--- src/rtl/tpg_pkg.sv ---
package tpg_pkg;
  localparam int TPG_W  = 32;
  localparam int TPG_FW = 5;

  typedef struct packed {
    logic              qrss;
    logic              rep;
    logic [TPG_FW-1:0] len_idx;
    logic [TPG_FW-1:0] tap_idx;
  } tpg_cfg_t;

  // Stage (idx+1), counted from 1, lives at vector bit idx.
  function automatic logic stage_at(input logic [TPG_W-1:0] st,
                                    input logic [TPG_FW-1:0] idx);
    return st[idx];
  endfunction

  function automatic logic feedback(input logic [TPG_W-1:0] st,
                                    input tpg_cfg_t cfg);
    if (cfg.rep) return stage_at(st, cfg.len_idx);
    return stage_at(st, cfg.len_idx) ^ stage_at(st, cfg.tap_idx);
  endfunction

  function automatic logic [TPG_W-1:0] low_mask(input logic [TPG_FW-1:0] idx);
    logic [TPG_W:0] m;
    m = ({{TPG_W{1'b0}}, 1'b1} << (idx + 1)) - 1'b1;
    return m[TPG_W-1:0];
  endfunction

  function automatic logic [TPG_W-1:0] seed_value(input logic [TPG_W-1:0] word,
                                                  input tpg_cfg_t cfg);
    if (cfg.qrss) return '1;
    if (!cfg.rep && ((word & low_mask(cfg.len_idx)) == '0)) return '1;
    return word;
  endfunction
endpackage

--- src/rtl/tpg_load_ctrl.sv ---
module tpg_load_ctrl
  import tpg_pkg::*;
#(
  parameter int QRSS_LEN = 20,
  parameter int QRSS_TAP = 17
) (
  input  logic              clk,
  input  logic              rst,
  input  logic              load_req,
  input  logic              cfg_qrss,
  input  logic              cfg_rep,
  input  logic [TPG_FW-1:0] cfg_len,
  input  logic [TPG_FW-1:0] cfg_tap,
  output logic              load_fire,
  output tpg_cfg_t          cfg_next,
  output tpg_cfg_t          cfg_act
);
  localparam logic [TPG_FW-1:0] Q_LEN_IDX = TPG_FW'(QRSS_LEN - 1);
  localparam logic [TPG_FW-1:0] Q_TAP_IDX = TPG_FW'(QRSS_TAP - 1);
  localparam tpg_cfg_t RST_CFG = '{qrss: 1'b0, rep: 1'b1,
                                   len_idx: TPG_FW'(TPG_W - 1),
                                   tap_idx: '0};

  logic load_prev;

  assign load_fire = load_req & ~load_prev;

  always_comb begin
    if (cfg_qrss) begin
      cfg_next = '{qrss: 1'b1, rep: 1'b0, len_idx: Q_LEN_IDX, tap_idx: Q_TAP_IDX};
    end else begin
      cfg_next = '{qrss: 1'b0, rep: cfg_rep, len_idx: cfg_len, tap_idx: cfg_tap};
    end
  end

  always_ff @(posedge clk) begin
    if (rst) begin
      load_prev <= 1'b0;
      cfg_act   <= RST_CFG;
    end else begin
      load_prev <= load_req;
      if (load_fire) cfg_act <= cfg_next;
    end
  end
endmodule

--- src/rtl/tpg_shift.sv ---
module tpg_shift
  import tpg_pkg::*;
(
  input  logic             clk,
  input  logic             rst,
  input  logic             ce,
  input  logic             load_fire,
  input  logic [TPG_W-1:0] load_word,
  input  tpg_cfg_t         cfg_act,
  output logic [TPG_W-1:0] state,
  output logic             fb_bit
);
  assign fb_bit = feedback(state, cfg_act);

  always_ff @(posedge clk) begin
    if (rst)            state <= '1;
    else if (load_fire) state <= load_word;
    else if (ce)        state <= {state[TPG_W-2:0], fb_bit};
  end
endmodule

--- src/rtl/tpg_zclamp.sv ---
module tpg_zclamp
  import tpg_pkg::*;
#(
  parameter int QRSS_LEN = 20,
  parameter int ZRUN     = 14
) (
  input  logic [TPG_W-1:0] state,
  input  logic             qrss_on,
  output logic             force_one
);
  // Window of upcoming output bits: stages QRSS_LEN-1 down to QRSS_LEN-ZRUN.
  localparam int WIN_HI = QRSS_LEN - 2;
  localparam int WIN_LO = QRSS_LEN - ZRUN - 1;

  generate
    if (ZRUN > 0) begin : g_clamp
      assign force_one = qrss_on && (state[WIN_HI:WIN_LO] == '0);
    end else begin : g_none
      assign force_one = 1'b0;
    end
  endgenerate
endmodule

--- src/rtl/tpg_top.sv ---
module tpg_top
  import tpg_pkg::*;
#(
  parameter int QRSS_LEN = 20,
  parameter int QRSS_TAP = 17,
  parameter int ZRUN     = 14
) (
  input  logic              clk,
  input  logic              rst,
  input  logic              ce,
  input  logic              load_req,
  input  logic              inv,
  input  logic              cfg_qrss,
  input  logic              cfg_rep,
  input  logic [TPG_FW-1:0] cfg_len,
  input  logic [TPG_FW-1:0] cfg_tap,
  input  logic [TPG_W-1:0]  cfg_word,
  output logic              dout
);
  logic             load_fire;
  tpg_cfg_t         cfg_next;
  tpg_cfg_t         cfg_act;
  logic [TPG_W-1:0] load_word;
  logic [TPG_W-1:0] state_q;
  logic             fb_bit;
  logic             raw_bit;
  logic             force_one;
  logic             gen_bit;

  tpg_load_ctrl #(.QRSS_LEN(QRSS_LEN), .QRSS_TAP(QRSS_TAP)) u_load (
    .clk(clk), .rst(rst), .load_req(load_req),
    .cfg_qrss(cfg_qrss), .cfg_rep(cfg_rep), .cfg_len(cfg_len), .cfg_tap(cfg_tap),
    .load_fire(load_fire), .cfg_next(cfg_next), .cfg_act(cfg_act)
  );

  assign load_word = seed_value(cfg_word, cfg_next);

  tpg_shift u_shift (
    .clk(clk), .rst(rst), .ce(ce), .load_fire(load_fire),
    .load_word(load_word), .cfg_act(cfg_act), .state(state_q), .fb_bit(fb_bit)
  );

  tpg_zclamp #(.QRSS_LEN(QRSS_LEN), .ZRUN(ZRUN)) u_zclamp (
    .state(state_q), .qrss_on(cfg_act.qrss), .force_one(force_one)
  );

  assign raw_bit = stage_at(state_q, cfg_act.len_idx);
  assign gen_bit = raw_bit | force_one;
  assign dout    = gen_bit ^ inv;
endmodule

--- config.mk ---
export PLATFORM = sky130hd
export DESIGN_NAME = tpg_top
export DESIGN_NICKNAME = d
export VERILOG_FILES = /design/src/rtl/tpg_pkg.sv /design/src/rtl/tpg_load_ctrl.sv /design/src/rtl/tpg_shift.sv /design/src/rtl/tpg_zclamp.sv /design/src/rtl/tpg_top.sv
export SDC_FILE = /design/constraint.sdc
export NUM_CORES = 1
export LEC_CHECK = 0
export ABC_AREA = 1
export BUFFER_PORTS_ARGS = -buffer_cell sky130_fd_sc_hd__buf_2
export CORE_MARGIN = 8
export CORE_UTILIZATION = 35
export CTS_CLUSTER_DIAMETER = 100
export DETAILED_ROUTE_END_ITERATION = 7
export GPL_TIMING_DRIVEN = 0
export PLACE_DENSITY = 0.53
export SLEW_MARGIN = 30
export SYNTH_ARGS = -nofsm -noshare
export SYNTH_HDL_FRONTEND = slang
export SYNTH_SLANG_ARGS = --single-unit
--- constraint.sdc ---
create_clock -name clk -period 5.2 [get_ports clk]
set_input_delay 0.52 -clock clk [delete_from_list [all_inputs] [get_ports clk]]
set_output_delay 0.52 -clock clk [all_outputs]
set_load 0.02 [all_outputs]
==> results.txt, run 1 <==
The H-tree depth reported by CTS is 2. The initial standard-cell utilization of the core came out at 35.19%. The number of iterations in the first detailed-routing pass is 5. The post-synthesis instance total came out at 766. For this design the top-level I/O count stands at 50.

The total power density per cell area came out at 218.2 nW/um^2. The worst clock skew came out at 0.01121 ns. The finished cells cover 4726 sq um. In this run the core area contains 40 standard-cell rows. The initial antenna violation count is 0. Data on the critical path arrives at its endpoint at 3.74 ns. The routed wire length per instance came out at 16.90 microns.

By instance count, the cell type seen most on the critical path is sky130_fd_sc_hd__nand2_1. The total net switching power came out at roughly 0.00038 W. The worst-case setup slack after placement is 1.472 ns.

The via count of the first global-routing pass is 4795. The mapped cell area came out at 4156 sq um. In this run the cell area measured after placement is between 4000 and 5000 sq um. The area inside the core boundary is roughly 12000 sq um. The switching power share of the total came out at 37.03%.

The total routed wirelength is ~16 mm. The number of max-slew violations in the final report came out at 0. The setup path with the least slack is of type input pin to flip-flop. After layout, the worst path uses between 60% and 70% of the clock period.

The run finished with clean final reports. In this run, synthesis inferred 0 flip-flops with an integrated enable. The library cells used most frequently in the layout, excluding fill and tap cells, are sky130_fd_sc_hd__nand2_1, sky130_fd_sc_hd__o21ai_0, sky130_fd_sc_hd__inv_1, sky130_fd_sc_hd__nor2_1. The final number of setup-violating endpoints came out at 0.

Max-cap violations in this run came to 0. The floorplan die area came out at 15620 sq um. The HPWL after detailed placement came out at 13.27 mm.

The remaining global-route overflow came out at 0. The fmax is 0.2866 GHz. The slowest stage of the critical path is the sky130_fd_sc_hd__nor2_2 cell. The clock net in this run drives a total of 45 sinks. For this run, asynchronously set or reset flops after synthesis account for 0%. The worst setup path is launched from an input pin.

For this block, the via count after detailed routing is 5181. The signal on the critical path passes through buf_6, nor2_8, inv_2, nor2_2, nand2_1, ha_1, inv_1, a211oi_1, nand2_1, nor2_1, nand2_1, nor2_1, nand3_1, nor2_1, nand2_1, nor2_1, nand3_2, buf_4, nand2_1, nand2_1, nand2_1. The clock latency reported for the late side of the worst-skew pair is 0.30 ns. The most common library cell in the layout ignoring fill and taps is sky130_fd_sc_hd__nand2_1. The count of different cell masters after synthesis is 34. The routed length on met3 is 1.103 mm. The logic gate share of total power is 29.7%. Data on the critical path is required at its endpoint by 5.45 ns. After synthesis the netlist holds a flip-flop and latch count of between 40 and 50. The part of the power in the clock network came out at between 30% and 40%. Entering global routing, the biggest net connects 17 pins.

The part of the total power dissipated in sequential elements came out at 37.6%. The clock transition at the register clock pins on the worst setup and hold paths after CTS came out at 0.08 ns. Summing the sequential cell areas from Yosys gives 21.67% of the chip area. The share of Yosys cell area claimed by the top area cell type is 21.67%. The number of antenna diodes in the final layout is 0. The die span in y came out at 125.0 microns.

Setup repair after global routing left no endpoint under its margin. The cell internal power dissipation is 0.0006493 W. The maximum VDD drop came out at roughly 0.13 mV.

The worst setup path is captured at a flip-flop. The buffer cell driving the clock tree root is sky130_fd_sc_hd__clkbuf_16. The largest buffer count on any clock path is 2. The path type of the worst min-delay path is input pin to flip-flop. The residual DRC count is 0.

Global routing used 20.44% of the available tracks. Once detail routing completed, the nets flagged for antenna violations numbered 0. Among all flip-flop cells after synthesis, the most frequent one is sky130_fd_sc_hd__dfxtp_1.

The final core area utilization came out at between 40% and 50%. TritonCTS built the clock tree. The final number of hold-violating endpoints is 0. For this block, wires on met1 add up to 7.533 mm. The total of buffers placed on input and output ports came out at 47. Subtracting the final worst setup slack from the clock period gives 3.489 ns. At the end of routability-driven placement, the weighted congestion stood at 0.9510. For this run, the slowest stage of the critical path takes ~0.38 ns.

The layout overhead on the synthesized area is 13.70%. In the post-route analysis, the smallest setup slack over all paths is around 1.7 ns. The top routing layer in use is met4. Wire segments on met2 add up to 7.221 mm in the final route. The setup TNS came out at 0 ns. The overall die width came out at roughly 120 microns. The number of DRC markers in iteration 0 is 528. The post-cts repair resize count came out at 0.

The fraction of layout instances using a drive strength above 1 is around 11%. The filler cell count in the final layout came out at ~1.4k. The total number of yosys warnings is 0.

Measured against its own limit, the worst slew margin works out to 61.50%. The critical-path maximum fanout is 10. Summed over all instances, the cell type with the most area after synthesis is sky130_fd_sc_hd__dfxtp_1. The number of clock buffers inserted by TritonCTS is 5. The mean instance size in the synthesized netlist came out at between 5 and 6 sq um. The number of buffers inserted to repair setup after CTS is 0. The net count after synthesis came out at 816. The leakage power total came out at 2.610 nW. Yosys attributes the largest share of cell area to sky130_fd_sc_hd__dfxtp_1, sky130_fd_sc_hd__nand2_1, sky130_fd_sc_hd__o21ai_0. The first global-routing pass estimated 25.74 mm of wire. The number of hold buffers added after cts is 0. The slew of the pin with the lowest slew margin is 0.5776 ns. In the final design database the tool counted just under 900 nets. The average vias per placed instance came out at 5.352.
[layout make-up]
type                       instances  area, sq um  share of cell area [%]
inverter                         113        424.2                   8.975
clock buffer                       5        125.1                   2.648
clock inverter                     3        25.02                  0.5295
timing repair buffer              47        235.2                   4.978
buffer                            33        156.4                   3.310
multi-input combinational        575         2675                   56.61
sequential                        45        900.9                   19.06
tap                              147        183.9                   3.892
[worst paths after layout]
kind                                                       from                               to  slack [ns]  cells after the start
worst max-delay path                                   cfg_qrss   u_shift.state[28]$_SDFFE_PP1P_        1.71                     21
worst min-delay path                                   load_req      u_load.load_prev$_SDFF_PP0_        0.44                      3
worst max register to register   u_load.cfg_act[0]$_SDFFE_PP0P_    u_shift.state[0]$_SDFFE_PP1P_        2.73                     13
worst min register to register  u_load.cfg_act[10]$_SDFFE_PP1P_  u_load.cfg_act[10]$_SDFFE_PP1P_        0.49                      2
[per-layer routing]
layer  global-route usage [%]  up-vias
met5                        0        -
met4                    7.307        0
met3                    3.570       37
met2                    33.11      221
met1                    26.64     2334
li1                         -     2589
[worst max-delay path, delay by kind of cell]
family / cells / cell delay, ns
AOI/OAI and AO/OA: 1 / 0.21
adders and majority gates: 1 / 0.31
buffers and inverters: 4 / 0.56
and+or+nand+nor: 15 / 2.12
[logic make-up after synthesis]
group	Yosys count	synth area share [%]
simple gates	383	40.25
compound gates	188	23.30
buf+inv	146	13.97
flops	45	21.67
xor+xnor	2	0.4215
fa+ha+maj	1	0.3010
other cells	1	0.09022
[power by group through the flow]
stage | combinational (W) | clock (W) | sequential [W]
after detailed placement | 0.000300 | 0 | 0.000394
after global placement | 0.000299 | 0 | 0.000395
after floorplan | 0.000205 | 0 | 0.000387
after CTS | 0.000302 | 0.000340 | 0.000387
final | 0.000307 | 0.000337 | 0.000388
after global routing | 0.000345 | 0.000350 | 0.000390
[state kept, by name, indices dropped and copies added, names as in the netlist]
name / flops
u_shift.state: 32
u_load.cfg_act: 12
u_load.load_prev: 1
[through the flow]
step	cells	hold WS, ns	total power [W]
after floorplan	766	0.4510	0.0005924
after CTS	968	0.4474	0.001029
after global routing	968	0.4553	0.001084
after detailed placement	960	0.4786	0.0006943
final	968	0.4418	0.001031
after global placement	960	0.4794	0.0006936
[Yosys cell counts (3+ instances only)]
library cell / n
sky130_fd_sc_hd__nand4_1: 27
sky130_fd_sc_hd__dfxtp_1: 45
sky130_fd_sc_hd__nand3_1: 43
sky130_fd_sc_hd__buf_4: 4
sky130_fd_sc_hd__nor2_2: 8
sky130_fd_sc_hd__nor2_1: 101
sky130_fd_sc_hd__nor3_1: 6
sky130_fd_sc_hd__inv_1: 106
sky130_fd_sc_hd__a21oi_1: 49
sky130_fd_sc_hd__o21ai_1: 5
sky130_fd_sc_hd__nand3b_1: 3
sky130_fd_sc_hd__o22ai_1: 3
sky130_fd_sc_hd__nand2_2: 3
sky130_fd_sc_hd__nor2_4: 4
sky130_fd_sc_hd__o21ai_0: 122
sky130_fd_sc_hd__inv_2: 6
sky130_fd_sc_hd__clkbuf_1: 25
sky130_fd_sc_hd__nand2_1: 183
Note: power is estimated with default switching activity, not from simulation.
==> inputs of run 2 (changes only) <==
- PLACE_DENSITY: 0.53 -> 0.54
- clock period: 5.2 -> 2.85 ns (I/O delays scaled with it)
==> results.txt, run 2 (synthesized netlist as in run 1, its figures left out) <==
The post-route minimum period came out at 2.723 ns. The H-tree depth reported by CTS is 2 (unchanged). The number of DRC markers in iteration 0 came out at 502 (was 528). The largest register by flop count was u_shift.state (unchanged).

The initial antenna violation count came out at 0 (unchanged). Highest-count cells in the layout ignoring fill and taps: sky130_fd_sc_hd__nand2_1, sky130_fd_sc_hd__o21ai_0, sky130_fd_sc_hd__inv_1, sky130_fd_sc_hd__nor2_1, sky130_fd_sc_hd__buf_2 (was sky130_fd_sc_hd__nand2_1, sky130_fd_sc_hd__o21ai_0, sky130_fd_sc_hd__inv_1, sky130_fd_sc_hd__nor2_1). The total power density per cell area was 413.1 nW/um^2 (was 218.2 nW/um^2). The register-to-register setup slack is 0.50 ns (was 2.73 ns). The worst-case setup slack after placement was -0.9117 ns (was 1.472 ns). The largest incremental delay on the critical path came out at 0.27 ns (was 0.38 ns). The critical path data required time came out at 3.09 ns (was 5.45 ns).

Worst path cell trace: buf_2, inv_1, nor2_2, buf_4, nand4_1, nor2_2, nor2_1, nand2_1, nor2_4, nand2_1, nand2_1, nand3_1, nand2_1, nor2_2, nand2_1, nor2_2, nand3_4, buf_6, nand2_1, nand2_1, nand2_1 (was buf_6, nor2_8, inv_2, nor2_2, nand2_1, ha_1, inv_1, a211oi_1, nand2_1, nor2_1, nand2_1, nor2_1, nand3_1, nor2_1, nand2_1, nor2_1, nand3_2, buf_4, nand2_1, nand2_1, nand2_1). The headroom to the max-slew limit was 63.65% (was 61.50%). The number of placed I/O pins is 50 (unchanged). The residual DRC count is 0 (unchanged). The first-pass GRT wire length is 26.12 mm (was 25.74 mm). The dominant delay contributor by cell family on the critical path was simple AND/OR/NAND/NOR gates (unchanged). The instance area at placement was 4576 sq um (unchanged). The count of standard-cell rows came out at 40 (unchanged). The total of buffers placed on input and output ports is 47 (unchanged). The initial standard-cell utilization of the core was 35.19% (unchanged).

The worst clock skew is 0.006486 ns (was 0.01121 ns). The final number of hold-violating endpoints is 0 (unchanged). The reg-to-reg critical path endpoint is u_shift.state[0]$_SDFFE_PP1P_ (unchanged).

The number of clock sinks came to 45 (unchanged). The cell count of the worst hold path is 3 (unchanged). The number of clock buffers inserted by TritonCTS came out at 5 (unchanged).

The flip-flop count of the largest register, all copies and words added came to 32 (unchanged). The largest buffer count on any clock path is 2 (unchanged). Largest registers: u_shift.state x32, u_load.cfg_act x12, u_load.load_prev x1 (unchanged). The HPWL after detailed placement is 13.22 mm (was 13.27 mm). The count of non-filler cells in the finished layout is 981 (was 968).

The clock transition at the register clock pins on the worst setup and hold paths after CTS was 0.07 ns (was 0.08 ns). The most crowded layer after global routing was met2 (unchanged). The number of iterations in the first detailed-routing pass is 5 (unchanged). The routed via count is 5329 (was 5181). The buffer and inverter count on the worst path is 4 (unchanged). The buffer cell driving the clock tree root is sky130_fd_sc_hd__clkbuf_16 (unchanged).

The arrival time of the worst setup path was 2.96 ns (was 3.74 ns). The number of max-slew violations in the final report was 0 (unchanged). The final number of setup-violating endpoints came out at 0 (unchanged). The fmax came out at around 0.37 GHz.

The total routed wirelength came to 16.51 mm (was 16.36 mm). The worst hold endpoint is u_load.load_prev$_SDFF_PP0_ (unchanged). The routed wire length per instance came to 16.83 microns (was 16.90 microns). The filler cell count in the final layout came out at 1338 (was 1366).

The maximum VDD drop came out at 0.2696 mV (was 0.1273 mV). The number of cells on the worst reg-to-reg path is 13 (unchanged). The path type of the worst min-delay path is input pin to flip-flop (unchanged). The number of maximum-capacitance violations is 0 (unchanged).

The clock latency reported for the late side of the worst-skew pair was 0.30 ns (about the same). The final-layout worst hold slack came to 0.2004 ns (was 0.4418 ns). The startpoint of the tightest hold check path is load_req (unchanged).

The layout overhead on the synthesized area was 20.65% (was 13.70%). The largest net degree at the start of global routing is 16 (was 17). The count of placed standard cells including taps came to 960 (unchanged). The CTS tree was built (unchanged).

The overall global routing resource usage is 20.65% (was 20.44%). The final worst setup slack came out at 0.1271 ns (was 1.711 ns). The met2 global-route usage is 32.02% (was 33.11%).

The average vias per placed instance is 5.432 (was 5.352). The cell with the largest stage delay on the worst path is sky130_fd_sc_hd__nand4_1 (was sky130_fd_sc_hd__nor2_2). The most frequent cell on the critical path is sky130_fd_sc_hd__nand2_1 (unchanged). After layout, the worst path uses approximately 96% of the clock period.

The number of nets with antenna violations after detailed routing came to 0 (unchanged). The via count of the first global-routing pass is 4895 (was 4795). The met3 track utilization from global routing came to 3.272% (was 3.570%).

The critical-path maximum fanout was 10 (unchanged). The leakage power total came to 2.726 nW (was 2.610 nW). The final non-filler cell area was 5015 sq um (was 4726 sq um). The overall die width came out at 125.0 microns (unchanged). The floorplan die area was 15620 sq um (unchanged). Run status: finished clean (unchanged). The number of antenna cells inserted is 0 (unchanged). The slew of the pin with the lowest slew margin is 0.5381 ns (was 0.5776 ns). The start-to-end type of the worst setup path is input pin to flip-flop (unchanged). The global routing met1 resource utilization is 28.25% (was 26.64%). The area inside the core boundary came out at 11810 sq um (unchanged). The type of element capturing the critical path is a flip-flop (unchanged).

The startpoint of the worst-slack reg-to-reg timing path was u_load.cfg_act[0]$_SDFFE_PP0P_ (unchanged). The die span in y was 125.0 microns (unchanged). The global placement routability congestion came out at 0.9664 (was 0.9510).

The total power of the final layout came out at 0.002071 W (was 0.001031 W). The nature of the critical path startpoint was an input pin (unchanged). The final-stage net count is 883 (was 870). The fraction of layout instances using a drive strength above 1 is 15.35% (was 10.96%). The remaining global-route overflow came to 0 (unchanged). The most common library cell in the layout ignoring fill and taps was sky130_fd_sc_hd__nand2_1 (unchanged).
[run 2: changes by cell type in the layout (fill, tap and decap cells not counted), moves of 3 or more]
cell                      previous run  this run
sky130_fd_sc_hd__buf_4               4        14
sky130_fd_sc_hd__nor2_4              4        10
sky130_fd_sc_hd__nor2_2              8        15
sky130_fd_sc_hd__nand2_1           183       179
sky130_fd_sc_hd__nand2_2             3         6
sky130_fd_sc_hd__nor2_1            101        88
[run 2: how the worst max path moves through the flow]
stage,start,end,cells after the start
final,cfg_len[3],u_shift.state[27]$_SDFFE_PP1P_,21
after global routing,cfg_len[0],u_shift.state[27]$_SDFFE_PP1P_,22
after CTS,cfg_qrss,u_shift.state[7]$_SDFFE_PP1P_,22
after detailed placement,cfg_qrss,u_shift.state[28]$_SDFFE_PP1P_,21
after global placement,cfg_qrss,u_shift.state[28]$_SDFFE_PP1P_,21
after floorplan,cfg_qrss,u_shift.state[3]$_SDFFE_PP1P_,21
[run 2: area by class of cell]
| class | count | area [sq um] | area share [%] |
|---|---|---|---|
| Tap cell | 147 | 183.9 | 3.668 |
| Timing Repair Buffer | 61 | 335.3 | 6.687 |
| Clock inverter | 3 | 68.82 | 1.372 |
| Sequential cell | 45 | 900.9 | 17.96 |
| Inverter | 113 | 424.2 | 8.458 |
| Multi-Input combinational cell | 575 | 2798 | 55.79 |
| Buffer | 32 | 178.9 | 3.568 |
| Clock buffer | 5 | 125.1 | 2.495 |
[run 2: worst reg2reg max path, stage by stage, from the launching register on]
cell and delay [ns]:
sky130_fd_sc_hd__dfxtp_1 0.43, sky130_fd_sc_hd__clkinv_1 0.25, sky130_fd_sc_hd__clkbuf_1 0.29, sky130_fd_sc_hd__o21ai_0 0.22
sky130_fd_sc_hd__a21oi_1 0.05, sky130_fd_sc_hd__o21ai_0 0.20, sky130_fd_sc_hd__nand3_1 0.13, sky130_fd_sc_hd__nand3_1 0.09
sky130_fd_sc_hd__o211ai_1 0.10, sky130_fd_sc_hd__xor2_1 0.16, sky130_fd_sc_hd__o21ai_0 0.17, sky130_fd_sc_hd__inv_1 0.06
sky130_fd_sc_hd__nand2_1 0.06, sky130_fd_sc_hd__nand2_1 0.04
[run 2: per-layer routing]
layer / part of all wire (%) / up-vias / routed length [microns]
met5: 0 / - / 0
met4: 2.6 / 0 / 425
met3: 6.6 / 30 / 1098
met2: 44 / 240 / 7250
met1: 47 / 2441 / 7737
li1: - / 2618 / -
[run 2: where the power goes]
group | internal (W) | switching, W | leakage, nW | total, W
clock network | 0.000506 | 0.000269 | 0.0944 | 0.000775
logic | 0.000197 | 0.000391 | 2.26 | 0.000587
registers | 0.000674 | 0.0000357 | 0.372 | 0.000709
total | 0.00138 | 0.000695 | 2.73 | 0.00207
[run 2: repair_timing]
action,in CTS,in global routing
buffers inserted,5,7
hold buffers,0,0
pin swaps,4,9
resized for setup,9,35
gates cloned,0,2
setup endpoints to repair,32,33
[run 2: stage by stage]
step	utilization [%]	TNS, ns
6_report	42.46	0
5_1_grt	42.46	-0.6821
4_1_cts	40.96	-0.01329
3_5_place_dp	38.74	-27.22
3_3_place_gp	38.74	-28.19
2_1_floorplan	-	0
==> inputs of run 3 (changes only) <==
- CORE_UTILIZATION: 35 -> 45
- CTS_BUF_LIST: unset -> sky130_fd_sc_hd__clkbuf_4 sky130_fd_sc_hd__clkbuf_8 sky130_fd_sc_hd__clkbuf_16
- PLACE_DENSITY: 0.54 -> 0.67
==> results.txt, run 3 (synthesized netlist as in run 1, its figures left out) <==
Run status: finished clean (unchanged). The fmax came out at 0.3652 GHz (was 0.3672 GHz). The number of iterations in the first detailed-routing pass is 5 (unchanged). The count of non-filler cells in the finished layout is 944 (was 981). The number of DRC markers in iteration 0 came out at 588 (was 502). The number of hold buffers added after cts came out at 0 (unchanged). The initial standard-cell utilization of the core is 45.63% (was 35.19%).

The clock transition at the register clock pins on the worst setup and hold paths after CTS came out at 0.09 ns (was 0.07 ns). The critical path data required time came out at 2.57 ns (was 3.09 ns). The total power density per cell area was 364.9 nW/um^2 (was 413.1 nW/um^2). The routed wire length per instance is 17.04 microns (was 16.83 microns). The first-pass GRT wire length is 25.34 mm (was 26.12 mm).

The largest net degree at the start of global routing came out at 14 (was 16). The post-route minimum period came to 2.738 ns (was 2.723 ns). The routed via count came to 5324 (was 5329). The number of maximum-capacitance violations is 0 (unchanged). The total of buffers placed on input and output ports is 47 (unchanged). Largest registers: u_shift.state x32, u_load.cfg_act x12, u_load.load_prev x1 (unchanged). The maximum VDD drop is 0.2043 mV (was 0.2696 mV). The largest incremental delay on the critical path is 0.54 ns (was 0.27 ns). The count of standard-cell rows came out at 35 (was 40). The overall die width came out at 112.1 microns (was 125.0 microns). The final-stage net count came to 883 (unchanged). The initial antenna violation count came out at 0 (unchanged). The critical-path maximum fanout came to 8 (was 10). The slew of the pin with the lowest slew margin came to 0.6162 ns (was 0.5381 ns).

The launching instance or port of the critical path was u_load.cfg_act[6]$_SDFFE_PP1P_ (was cfg_len[3]). The startpoint of the worst-slack reg-to-reg timing path is u_load.cfg_act[0]$_SDFFE_PP0P_ (unchanged). The CTS tree is built (unchanged). The filler cell count in the final layout is 985 (was 1338).

The final worst setup slack was 0.1120 ns (was 0.1271 ns). The type of element capturing the critical path is an output port (was flip-flop). The reg-to-reg critical path endpoint is u_shift.state[0]$_SDFFE_PP1P_ (unchanged). The number of placed I/O pins came out at 50 (unchanged). The number of clock sinks is 45 (unchanged).

The worst-case setup slack after placement is -0.6970 ns (was -0.9117 ns). The number of max-slew violations in the final report came out at 0 (unchanged). The residual DRC count came to 0 (unchanged). The floorplan die area is 12570 sq um (was 15620 sq um). The leakage power total came out at 2.690 nW (was 2.726 nW). The setup TNS is 0 ns (unchanged). The register-to-register setup slack came to 0.34 ns (was 0.50 ns). The layout overhead on the synthesized area is 17.49% (was 20.65%). The start-to-end type of the worst setup path was flip-flop to output port (was input pin to flip-flop). The flip-flop count of the largest register, all copies and words added was 32 (unchanged). The global placement routability congestion is 0.9730 (was 0.9664). The final number of setup-violating endpoints was 0 (unchanged). The clock latency reported for the late side of the worst-skew pair came to 0.31 ns (was 0.30 ns).

The total routed wirelength is 16.09 mm (was 16.51 mm). The average vias per placed instance is 5.640 (was 5.432). The largest buffer count on any clock path came out at 2 (unchanged).

The largest register by flop count is u_shift.state (unchanged). The instance area at placement is 4531 sq um (was 4576 sq um). The number of cells on the worst reg-to-reg path is 13 (unchanged). Highest-count cells in the layout ignoring fill and taps: sky130_fd_sc_hd__nand2_1, sky130_fd_sc_hd__o21ai_0, sky130_fd_sc_hd__inv_1, sky130_fd_sc_hd__nor2_1 (was sky130_fd_sc_hd__nand2_1, sky130_fd_sc_hd__o21ai_0, sky130_fd_sc_hd__inv_1, sky130_fd_sc_hd__nor2_1, sky130_fd_sc_hd__buf_2).

Worst path cell trace: clkinvlp_4, buf_4, a21oi_1, a21oi_1, o21ai_0, nand2_1, o21ai_0, o41ai_1, xor2_1, buf_2 (was buf_2, inv_1, nor2_2, buf_4, nand4_1, nor2_2, nor2_1, nand2_1, nor2_4, nand2_1, nand2_1, nand3_1, nand2_1, nor2_2, nand2_1, nor2_2, nand3_4, buf_6, nand2_1, nand2_1, nand2_1). The final non-filler cell area is 4883 sq um (was 5015 sq um). The number of nets with antenna violations after detailed routing is 0 (unchanged). The final number of hold-violating endpoints came out at 0 (unchanged). The most common library cell in the layout ignoring fill and taps is sky130_fd_sc_hd__nand2_1 (unchanged). The arrival time of the worst setup path is 2.45 ns (was 2.96 ns).

The number of clock buffers inserted by TritonCTS was 5 (unchanged). The area inside the core boundary is 9109 sq um (was 11810 sq um). The cell with the largest stage delay on the worst path is sky130_fd_sc_hd__dfxtp_1 (was sky130_fd_sc_hd__nand4_1).

The buffer cell driving the clock tree root is sky130_fd_sc_hd__clkbuf_8 (was sky130_fd_sc_hd__clkbuf_16). The die span in y is 112.1 microns (was 125.0 microns). The nature of the critical path startpoint is a flip-flop (was input pin). The area of combinational cells with multiple inputs came to 2800 sq um (was 2798 sq um). The HPWL after detailed placement was 12.87 mm (was 13.22 mm).

The fraction of layout instances using a drive strength above 1 is 14.77% (was 15.35%). The share of the clock period used by the worst path came out at 96.07% (was 95.54%). The headroom to the max-slew limit was 58.60% (was 63.65%). The sequential cell area in the final layout is 900.9 sq um (unchanged).

The number of antenna cells inserted came out at 0 (unchanged). The total power of the final layout is 0.001782 W (was 0.002071 W). The worst clock skew came out at 0.007311 ns (was 0.006486 ns). The remaining global-route overflow is 0 (unchanged). The overall global routing resource usage came to 24.93% (was 20.65%). The path type of the worst min-delay path is input pin to flip-flop (unchanged). The worst setup path endpoint is dout (was u_shift.state[27]$_SDFFE_PP1P_). The count of placed standard cells including taps is 924 (was 960). The H-tree depth reported by CTS is 2 (unchanged). The via count of the first global-routing pass came to 4876 (was 4895).
[run 3: changes by cell type in the layout (fill, tap and decap cells not counted), moves of 2 or more]
cell	delta
sky130_fd_sc_hd__clkbuf_16	-5
sky130_fd_sc_hd__clkbuf_8	+5
sky130_fd_sc_hd__nor2_2	-3
sky130_fd_sc_hd__buf_6	+2
sky130_fd_sc_hd__nand2_1	+2
sky130_fd_sc_hd__nand2_2	-2
sky130_fd_sc_hd__nand3_1	-2
sky130_fd_sc_hd__nand3_2	+2
sky130_fd_sc_hd__nor2_1	+2
sky130_fd_sc_hd__o21ai_0	+2
[run 3: area by class of cell]
type                            instances  area share (%)
Clock buffer                            5           1.409
Sequential cell                        45           18.45
Multi-Input combinational cell        575           57.34
Inverter                              113           8.762
Tap cell                              111           2.844
Timing Repair Buffer                   61           6.918
Clock inverter                          2          0.7174
Buffer                                 32           3.561
[run 3: worst max-delay path, delay by kind of cell, from the launching register on]
family | cells | cell delay, ns
compound gates | 5 | 0.82
xor+xnor | 1 | 0.16
buf+inv | 3 | 0.55
flops | 1 | 0.54
simple gates | 1 | 0.07
[run 3: repair_timing]
item | 4_1_cts | 5_1_grt
pin swaps | 2 | 9
hold endpoints to repair | 0 | 0
buffers inserted | 2 | 11
endpoints found under the setup margin | 32 | 33
gates cloned | 0 | 1
resized for setup | 6 | 34
[run 3: power breakdown]
group          total (W)  switching [W]  internal, W
Clock           0.000489       0.000234     0.000255
Combinational   0.000588       0.000391     0.000197
Sequential      0.000705      0.0000319     0.000673
[run 3: how the worst min path moves through the flow]
| stage | endpoint | from | cells after the start | slack, ns |
|---|---|---|---|---|
| 5_1_grt | u_load.load_prev$_SDFF_PP0_ | load_req | 3 | 0.22 |
| 3_3_place_gp | u_load.cfg_act[3]$_SDFFE_PP0P_ | u_load.cfg_act[3]$_SDFFE_PP0P_ | 2 | 0.48 |
| 2_1_floorplan | u_load.cfg_act[5]$_SDFFE_PP1P_ | rst | 2 | 0.38 |
| 6_report | u_load.load_prev$_SDFF_PP0_ | load_req | 3 | 0.19 |
| 3_5_place_dp | u_load.cfg_act[3]$_SDFFE_PP0P_ | u_load.cfg_act[3]$_SDFFE_PP0P_ | 2 | 0.50 |
| 4_1_cts | u_load.load_prev$_SDFF_PP0_ | load_req | 3 | 0.19 |
[run 3: per-stage QoR]
stage | hold slack, ns | util, %
2_1_floorplan | 0.3847 | -
3_3_place_gp | 0.4782 | 49.74
3_5_place_dp | 0.4961 | 49.74
4_1_cts | 0.1884 | 51.32
5_1_grt | 0.2183 | 53.61
6_report | 0.1901 | 53.61
[run 3: per-layer routing]
layer / up-vias / track usage, % / part of all wire (%)
met4: 0 / 3.957 / 0.74
met2: 240 / 39.94 / 44
li1: 2609 / - / -
met5: - / 0 / 0
met3: 11 / 3.596 / 8.4
met1: 2464 / 34.96 / 47
